### src/rtl/mt_pkg.sv
`timescale 1ns/1ps
package mt_pkg;
  typedef enum logic [1:0] {
    MODE_STOP = 2'b00,
    MODE_UP   = 2'b01,
    MODE_CONT = 2'b10,
    MODE_UPDN = 2'b11
  } mt_mode_e;
endpackage

### src/rtl/mt_period_reg.sv
`timescale 1ns/1ps
module mt_period_reg #(
  parameter int W = 16
) (
  input  logic         clk_i,
  input  logic         rst_ni,
  input  logic         we_i,
  input  logic [W-1:0] din_i,
  output logic [W-1:0] period_o
);
  // immediate load: new value is live on the next cycle
  always_ff @(posedge clk_i or negedge rst_ni) begin
    if (!rst_ni)   period_o <= '0;
    else if (we_i) period_o <= din_i;
  end

  p_load_r10: assert property (@(posedge clk_i) disable iff (!rst_ni)
    we_i |=> period_o == $past(din_i));
endmodule

### src/rtl/mt_sticky_flag.sv
`timescale 1ns/1ps
module mt_sticky_flag (
  input  logic clk_i,
  input  logic rst_ni,
  input  logic set_i,
  input  logic clr_i,
  output logic flag_o
);
  always_ff @(posedge clk_i or negedge rst_ni) begin
    if (!rst_ni) flag_o <= 1'b0;
    else         flag_o <= set_i | (flag_o & ~clr_i);
  end

  p_set_wins_r8: assert property (@(posedge clk_i) disable iff (!rst_ni)
    set_i |=> flag_o);
  p_sticky_r8: assert property (@(posedge clk_i) disable iff (!rst_ni)
    (flag_o && !clr_i) |=> flag_o);
  p_clear_r8: assert property (@(posedge clk_i) disable iff (!rst_ni)
    (clr_i && !set_i) |=> !flag_o);
endmodule

### src/rtl/mt_count_core.sv
`timescale 1ns/1ps
module mt_count_core
  import mt_pkg::*;
#(
  parameter int W      = 16,
  parameter int LEN0_B = 16,
  parameter int LEN1_B = 12,
  parameter int LEN2_B = 10,
  parameter int LEN3_B = 8
) (
  input  logic         clk_i,
  input  logic         rst_ni,
  input  logic         tick_i,
  input  logic [1:0]   mode_i,
  input  logic [1:0]   len_sel_i,
  input  logic [W-1:0] period_i,
  output logic [W-1:0] count_o,
  output logic         top_evt_o,
  output logic         wrap_evt_o
);
  localparam int NLEN = 4;

  mt_mode_e     mode;
  logic [W-1:0] cnt_q, cnt_d, inc, dec, lim;
  logic         dn_q, dn_d, go_down;
  logic [W-1:0] lim_tab [NLEN];

  assign mode = mt_mode_e'(mode_i);

  for (genvar g = 0; g < NLEN; g++) begin : g_lim
    localparam int BITS = (g == 0) ? LEN0_B : (g == 1) ? LEN1_B :
                          (g == 2) ? LEN2_B : LEN3_B;
    localparam int EFF  = (BITS > W) ? W : BITS;
    assign lim_tab[g] = W'((64'd1 << EFF) - 64'd1);
  end

  assign lim     = lim_tab[len_sel_i];
  assign inc     = cnt_q + 1'b1;
  assign dec     = cnt_q - 1'b1;
  // above the period while rising counts as the falling phase
  assign go_down = dn_q | (cnt_q >= period_i);

  always_comb begin
    cnt_d      = cnt_q;
    dn_d       = (mode == MODE_UPDN) ? dn_q : 1'b0;
    top_evt_o  = 1'b0;
    wrap_evt_o = 1'b0;
    if (tick_i) begin
      unique case (mode)
        MODE_STOP: ;
        MODE_UP: begin
          if (cnt_q >= period_i) begin
            cnt_d      = '0;
            wrap_evt_o = 1'b1;
          end else begin
            cnt_d     = inc;
            top_evt_o = (inc == period_i);
          end
        end
        MODE_CONT: begin
          if (cnt_q >= lim) begin
            cnt_d      = '0;
            wrap_evt_o = 1'b1;
          end else begin
            cnt_d = inc;
          end
        end
        MODE_UPDN: begin
          if (!go_down) begin
            cnt_d = inc;
            if (inc == period_i) begin
              top_evt_o = 1'b1;
              dn_d      = 1'b1;
            end
          end else if (cnt_q == '0) begin
            dn_d = 1'b0;
          end else begin
            cnt_d = dec;
            dn_d  = (cnt_q != W'(1));
            wrap_evt_o = (cnt_q == W'(1));
          end
        end
        default: ;
      endcase
    end
  end

  always_ff @(posedge clk_i or negedge rst_ni) begin
    if (!rst_ni) begin
      cnt_q <= '0;
      dn_q  <= 1'b0;
    end else begin
      cnt_q <= cnt_d;
      dn_q  <= dn_d;
    end
  end

  assign count_o = cnt_q;

  p_hold_r1: assert property (@(posedge clk_i) disable iff (!rst_ni)
    (mode == MODE_STOP) |=> $stable(cnt_q));
  p_gate_r9: assert property (@(posedge clk_i) disable iff (!rst_ni)
    !tick_i |=> $stable(cnt_q));
  p_up_step_r2: assert property (@(posedge clk_i) disable iff (!rst_ni)
    (tick_i && mode == MODE_UP && cnt_q < period_i) |=> cnt_q == W'($past(cnt_q) + 1'b1));
  p_up_roll_r3: assert property (@(posedge clk_i) disable iff (!rst_ni)
    (tick_i && mode == MODE_UP && cnt_q >= period_i) |=> cnt_q == '0);
  p_cont_roll_r4: assert property (@(posedge clk_i) disable iff (!rst_ni)
    (tick_i && mode == MODE_CONT && cnt_q == lim) |=> cnt_q == '0);
  p_updn_step_r5: assert property (@(posedge clk_i) disable iff (!rst_ni)
    (tick_i && mode == MODE_UPDN && cnt_q != '0) |=>
      (cnt_q == W'($past(cnt_q) + 1'b1) || cnt_q == W'($past(cnt_q) - 1'b1)));
  p_top_cont_r6: assert property (@(posedge clk_i) disable iff (!rst_ni)
    (mode == MODE_CONT) |-> !top_evt_o);
  p_wrap_zero_r7: assert property (@(posedge clk_i) disable iff (!rst_ni)
    wrap_evt_o |=> cnt_q == '0);
endmodule

### src/rtl/mode_timer.sv
`timescale 1ns/1ps
module mode_timer #(
  parameter int W = 16
) (
  input  logic         clk_i,
  input  logic         rst_ni,
  input  logic         tick_i,
  input  logic [1:0]   mode_i,
  input  logic [1:0]   len_sel_i,
  input  logic [W-1:0] period_i,
  input  logic         period_we_i,
  input  logic         clr_top_i,
  input  logic         clr_wrap_i,
  output logic [W-1:0] count_o,
  output logic         top_flag_o,
  output logic         wrap_flag_o
);
  localparam int NFLAG = 2;

  logic [W-1:0]     period_q;
  logic [NFLAG-1:0] evt, clr, flag;

  mt_period_reg #(.W(W)) u_period (
    .clk_i    (clk_i),
    .rst_ni   (rst_ni),
    .we_i     (period_we_i),
    .din_i    (period_i),
    .period_o (period_q)
  );

  mt_count_core #(.W(W)) u_core (
    .clk_i      (clk_i),
    .rst_ni     (rst_ni),
    .tick_i     (tick_i),
    .mode_i     (mode_i),
    .len_sel_i  (len_sel_i),
    .period_i   (period_q),
    .count_o    (count_o),
    .top_evt_o  (evt[0]),
    .wrap_evt_o (evt[1])
  );

  assign clr = {clr_wrap_i, clr_top_i};

  for (genvar f = 0; f < NFLAG; f++) begin : g_flag
    mt_sticky_flag u_flag (
      .clk_i  (clk_i),
      .rst_ni (rst_ni),
      .set_i  (evt[f]),
      .clr_i  (clr[f]),
      .flag_o (flag[f])
    );
  end

  assign top_flag_o  = flag[0];
  assign wrap_flag_o = flag[1];

  p_top_at_period_r6: assert property (@(posedge clk_i) disable iff (!rst_ni)
    ($rose(top_flag_o) && !$past(period_we_i)) |-> count_o == period_q);
endmodule

### config.mk
export PLATFORM = sky130hd
export DESIGN_NAME = mode_timer
export DESIGN_NICKNAME = d
export VERILOG_FILES = /design/src/rtl/mt_pkg.sv /design/src/rtl/mt_period_reg.sv /design/src/rtl/mt_sticky_flag.sv /design/src/rtl/mt_count_core.sv /design/src/rtl/mode_timer.sv
export SDC_FILE = /design/constraint.sdc
export NUM_CORES = 1
export LEC_CHECK = 0
export ABC_AREA = 1
export BUFFER_PORTS_ARGS = -buffer_cell sky130_fd_sc_hd__buf_4
export CAP_MARGIN = 20
export CORE_MARGIN = 2
export CORE_UTILIZATION = 65
export CTS_BUF_LIST = sky130_fd_sc_hd__clkbuf_4
export DETAILED_ROUTE_END_ITERATION = 16
export PLACE_DENSITY = 0.95
export REMOVE_ABC_BUFFERS = 1
export SETUP_SLACK_MARGIN = 0.05
export SLEW_MARGIN = 20
export SYNTH_ARGS = -nofsm -noshare
export SYNTH_HDL_FRONTEND = slang
export SYNTH_SLANG_ARGS = --single-unit
### constraint.sdc
create_clock -name clk_i -period 6 [get_ports clk_i]
set_input_delay 0.6 -clock clk_i [delete_from_list [all_inputs] [get_ports clk_i]]
set_output_delay 0.6 -clock clk_i [all_outputs]
set_load 0.01 [all_outputs]
==> summary.md <==
| Metric | Value |
|---|---|
| Via/cell ratio | `5.921` |
| Met2 Use GR | `57.33%` |
| Die area | `6064 µm²` |
| ANT nets after route | `0` |
| Nets | `645` |
| Io pins | `44` |
| Diode count | `0` |
| CP endpoint | `u_core.count_o[2]` |
| Highest Clock Rate | `316.5 MHz` |
| Clk network pwr share | `between 10 and 15%` |
| Hold Violations, Final | `0` |
| Final Setup Violations | `0` |
| Sequential power share | `a little under a third` |
| Crit Path Max Fanout | `19` |
| Layout cells sized above 1 | `13.05%` |
| Fin crit period | `3159 ps` |
| Final slew viol count | `0` |
| Largest net degree at the start of global routing | `36` |
| TritonCTS Sinks | `35` |
| Worst path arrival time | `about 3500 ps` |
| Run status | `finished, final reports clean` |
| Area grow syn2layout | `10.05%` |
| CTS tree | `done` |
| H-Tree Depth | `2` |
| Met1 Resource Use GR | `between 40 and 50%` |
| Worst VDD drop | `around 160 µV` |
| Post-Syn Area | `roughly 3500 µm²` |
| Warnings, synthesis | `0` |
| Post-CTS Setup Bufs | `0` |
| Inserted Clock Buffers | `5` |
| DRT iter0 DRCs | `between 400 and 500` |
| Internal power | `0.0005715 W` |
| Hold Path Class | `in2async` |
| Cell Rows | `26` |
| Total wire length | `10.39 mm` |
| Leakage | `between 2 and 2.5 nW` |
| Initial core utilization | `68.58%` |
| Finished Layout Cells | `between 600 and 700` |
| Yosys cell types | `37` |
| Core Area | `5172 µm²` |
| Clk Latency, worst-skew pair | `350 ps` |
| Avg Cell Area, Syn | `6.357 µm²` |
| Clock-pin slew on the worst setup and hold paths | `110 ps` |
| GR peak layer | `met2` |
| Tcrit/Tclk final | `52.66%` |
| Gr usage total | `35.40%` |
| Critical path required time | `6290 ps` |
| Worst-Margin Slew | `719.9 ps` |
| RSZ-0062 raised after global routing | `false` |
| Cells after synthesis | `between 500 and 600` |
| Worst R2R Setup Slack | `2840 ps` |
| Synthesis-stage register bit count | `35` |
| Gp weighted congestion | `0.9728` |
| Logic pwr share | `between 50 and 60%` |
| Via count | `slightly below 4000` |
| Post-DR wirelength/cell | `15.74 µm` |
| Seq/Total Area, Yosys | `24.69%` |
| Sw power | `0.0006022 W` |
| Worst Setup SP | `u_core.count_o[9]` |
| Final core utilization | `75.47%` |
| RR Endpoint | `u_core.count_o[2]` |
| Sw Share | `51.31%` |
| Worst reg2reg path depth | `10` |
| Worst Skew | `10.38 ps` |
| Reg2reg start | `u_core.count_o[9]` |
| CTS Hold Bufs | `0` |
| CP Capture Type | `register` |
| Startpoint Class | `register` |
| First-pass GRT wire length | `16.84 mm` |
| Resize count post-CTS | `0` |
| Die X | `77.87 µm` |
| Most frequent cells in the layout | `nand2_1 (184), nand3_1 (74), inv_1 (62)` |
| Clock buffer depth | `2` |
| DP Wirelength | `roughly 7.9 mm` |
| Max cap viols | `0` |
| GR met3 Demand/Resource | `6.628%` |
| Global route overflow | `0` |
| Pwr Density | `300.7 nW/µm²` |
| DR pass1 iterations | `5` |
| Die Y | `between 70 and 80 µm` |
| DRC | `0` |
| Critical path type | `reg2reg` |
| Relative slew slack | `52.01%` |
| Number of global-route vias before repair | `approximately 3600` |
| Leading cell type in the layout, fill and taps excluded | `nand2_1` |
| PortBufs | `43` |
| Setup TNS | `0 ps` |
| Root Buffer Master | `clkbuf_4` |
| Antenna violations before repair | `0` |
| Placed Cells incl. Taps | `654` |
[synthesized netlist by cell type]
library cell	n	share of area, %
a21oi_1	13	1.8
a21oi_2	2	0.49
a21oi_4	1	0.46
a31oi_1	2	0.35
and2_1	1	0.18
buf_2	4	0.56
buf_4	4	0.85
buf_6	2	0.63
clkbuf_1	7	0.74
clkinv_1	3	0.32
dfrtp_1	35	25
ha_1	28	9.9
inv_1	62	6.6
inv_2	7	0.74
inv_4	1	0.18
mux2_2	1	0.32
nand2_1	184	19
nand2_2	1	0.18
nand3_1	74	10
nand3_2	1	0.28
nand3_4	1	0.49
nand4_1	19	3.4
nor2_1	41	4.3
nor2_2	7	1.2
nor2_4	3	0.95
nor3_1	2	0.28
nor4_1	1	0.18
o211ai_1	1	0.21
o21a_1	1	0.21
o21ai_0	24	3.4
o21ai_1	4	0.56
o21bai_1	1	0.21
or2_0	1	0.18
or2_2	3	0.53
xnor2_1	1	0.25
xnor3_1	2	1.3
xor2_1	13	3.2
[power by group through the flow]
stage          Combinational [W]  Clock, W  Sequential [W]
6_report                0.000678  0.000134        0.000362
5_1_grt                 0.000754  0.000142        0.000369
4_1_cts                 0.000663  0.000132        0.000358
3_5_place_dp            0.000658         0        0.000363
3_3_place_gp            0.000631         0        0.000360
2_1_floorplan           0.000453         0        0.000355
[registers in the layout, indices dropped and copies added (netlist names)]
name and cells:
g_flag.u_flag.flag_o 2, u_core.count_o 16, u_core.dn_q 1, u_period.period_o 16
[layout make-up]
cell class	instances	area (µm²)
Multi-Input combinational cell	433	2296
Fill cell	430	1269
Sequential cell	35	875.8
Timing Repair Buffer	43	322.8
Inverter	73	276.5
Tap cell	70	87.58
Clock buffer	6	45.04
[worst max-delay path, stage by stage (launching register included)]
cell,delay [ps]
dfrtp_1,600
ha_1,320
a21oi_1,180
o21ai_1,100
a21oi_2,590
nand3_4,320
a21oi_4,580
inv_4,200
nand2_1,110
nand2_1,50
inv_1,50
[metrics by stage]
step / hold slack (ps) / worst slack (ps) / power, W / area, µm²
floorplan: 304.4 / 3538 / 0.0008085 / 3448
global placement: 465.8 / 3133 / 0.0009911 / 3859
detailed placement: 481.6 / 2982 / 0.001021 / 3859
CTS: 207.7 / 2955 / 0.001153 / 3904
global route: 221.1 / 2701 / 0.001264 / 3904
finish: 199.2 / 2841 / 0.001174 / 3904
[routing by layer]
layer  wire length, µm  vias up
li1                  -     1865
met4               285        0
met1              4184     1763
met5                 0        -
met3              1112       33
met2              4807      247
[how the worst min path moves through the flow]
| stage | to | slack, ps | depth (start not counted) |
|---|---|---|---|
| after floorplan | g_flag[0].u_flag.flag_o | 300 | 0 |
| after global placement | g_flag[0].u_flag.flag_o | 470 | 2 |
| after detailed placement | g_flag[0].u_flag.flag_o | 480 | 2 |
| after CTS | u_period.period_o[8] | 210 | 1 |
| after global routing | u_period.period_o[8] | 220 | 1 |
| final | u_period.period_o[8] | 200 | 1 |
[kinds of logic after synthesis]
| logic type | after synthesis | share of synthesized area [%] |
|---|---|---|
| AOI/OAI and AO/OA | 49 | 7.725 |
| buffers and inverters | 90 | 10.58 |
| muxes | 1 | 0.3174 |
| DFF | 35 | 24.69 |
| xor gates and xnor gates | 16 | 4.727 |
| and+or+nand+nor | 339 | 42.08 |
| adders and majority gates | 28 | 9.877 |
Power figures use the tool's default switching activity.
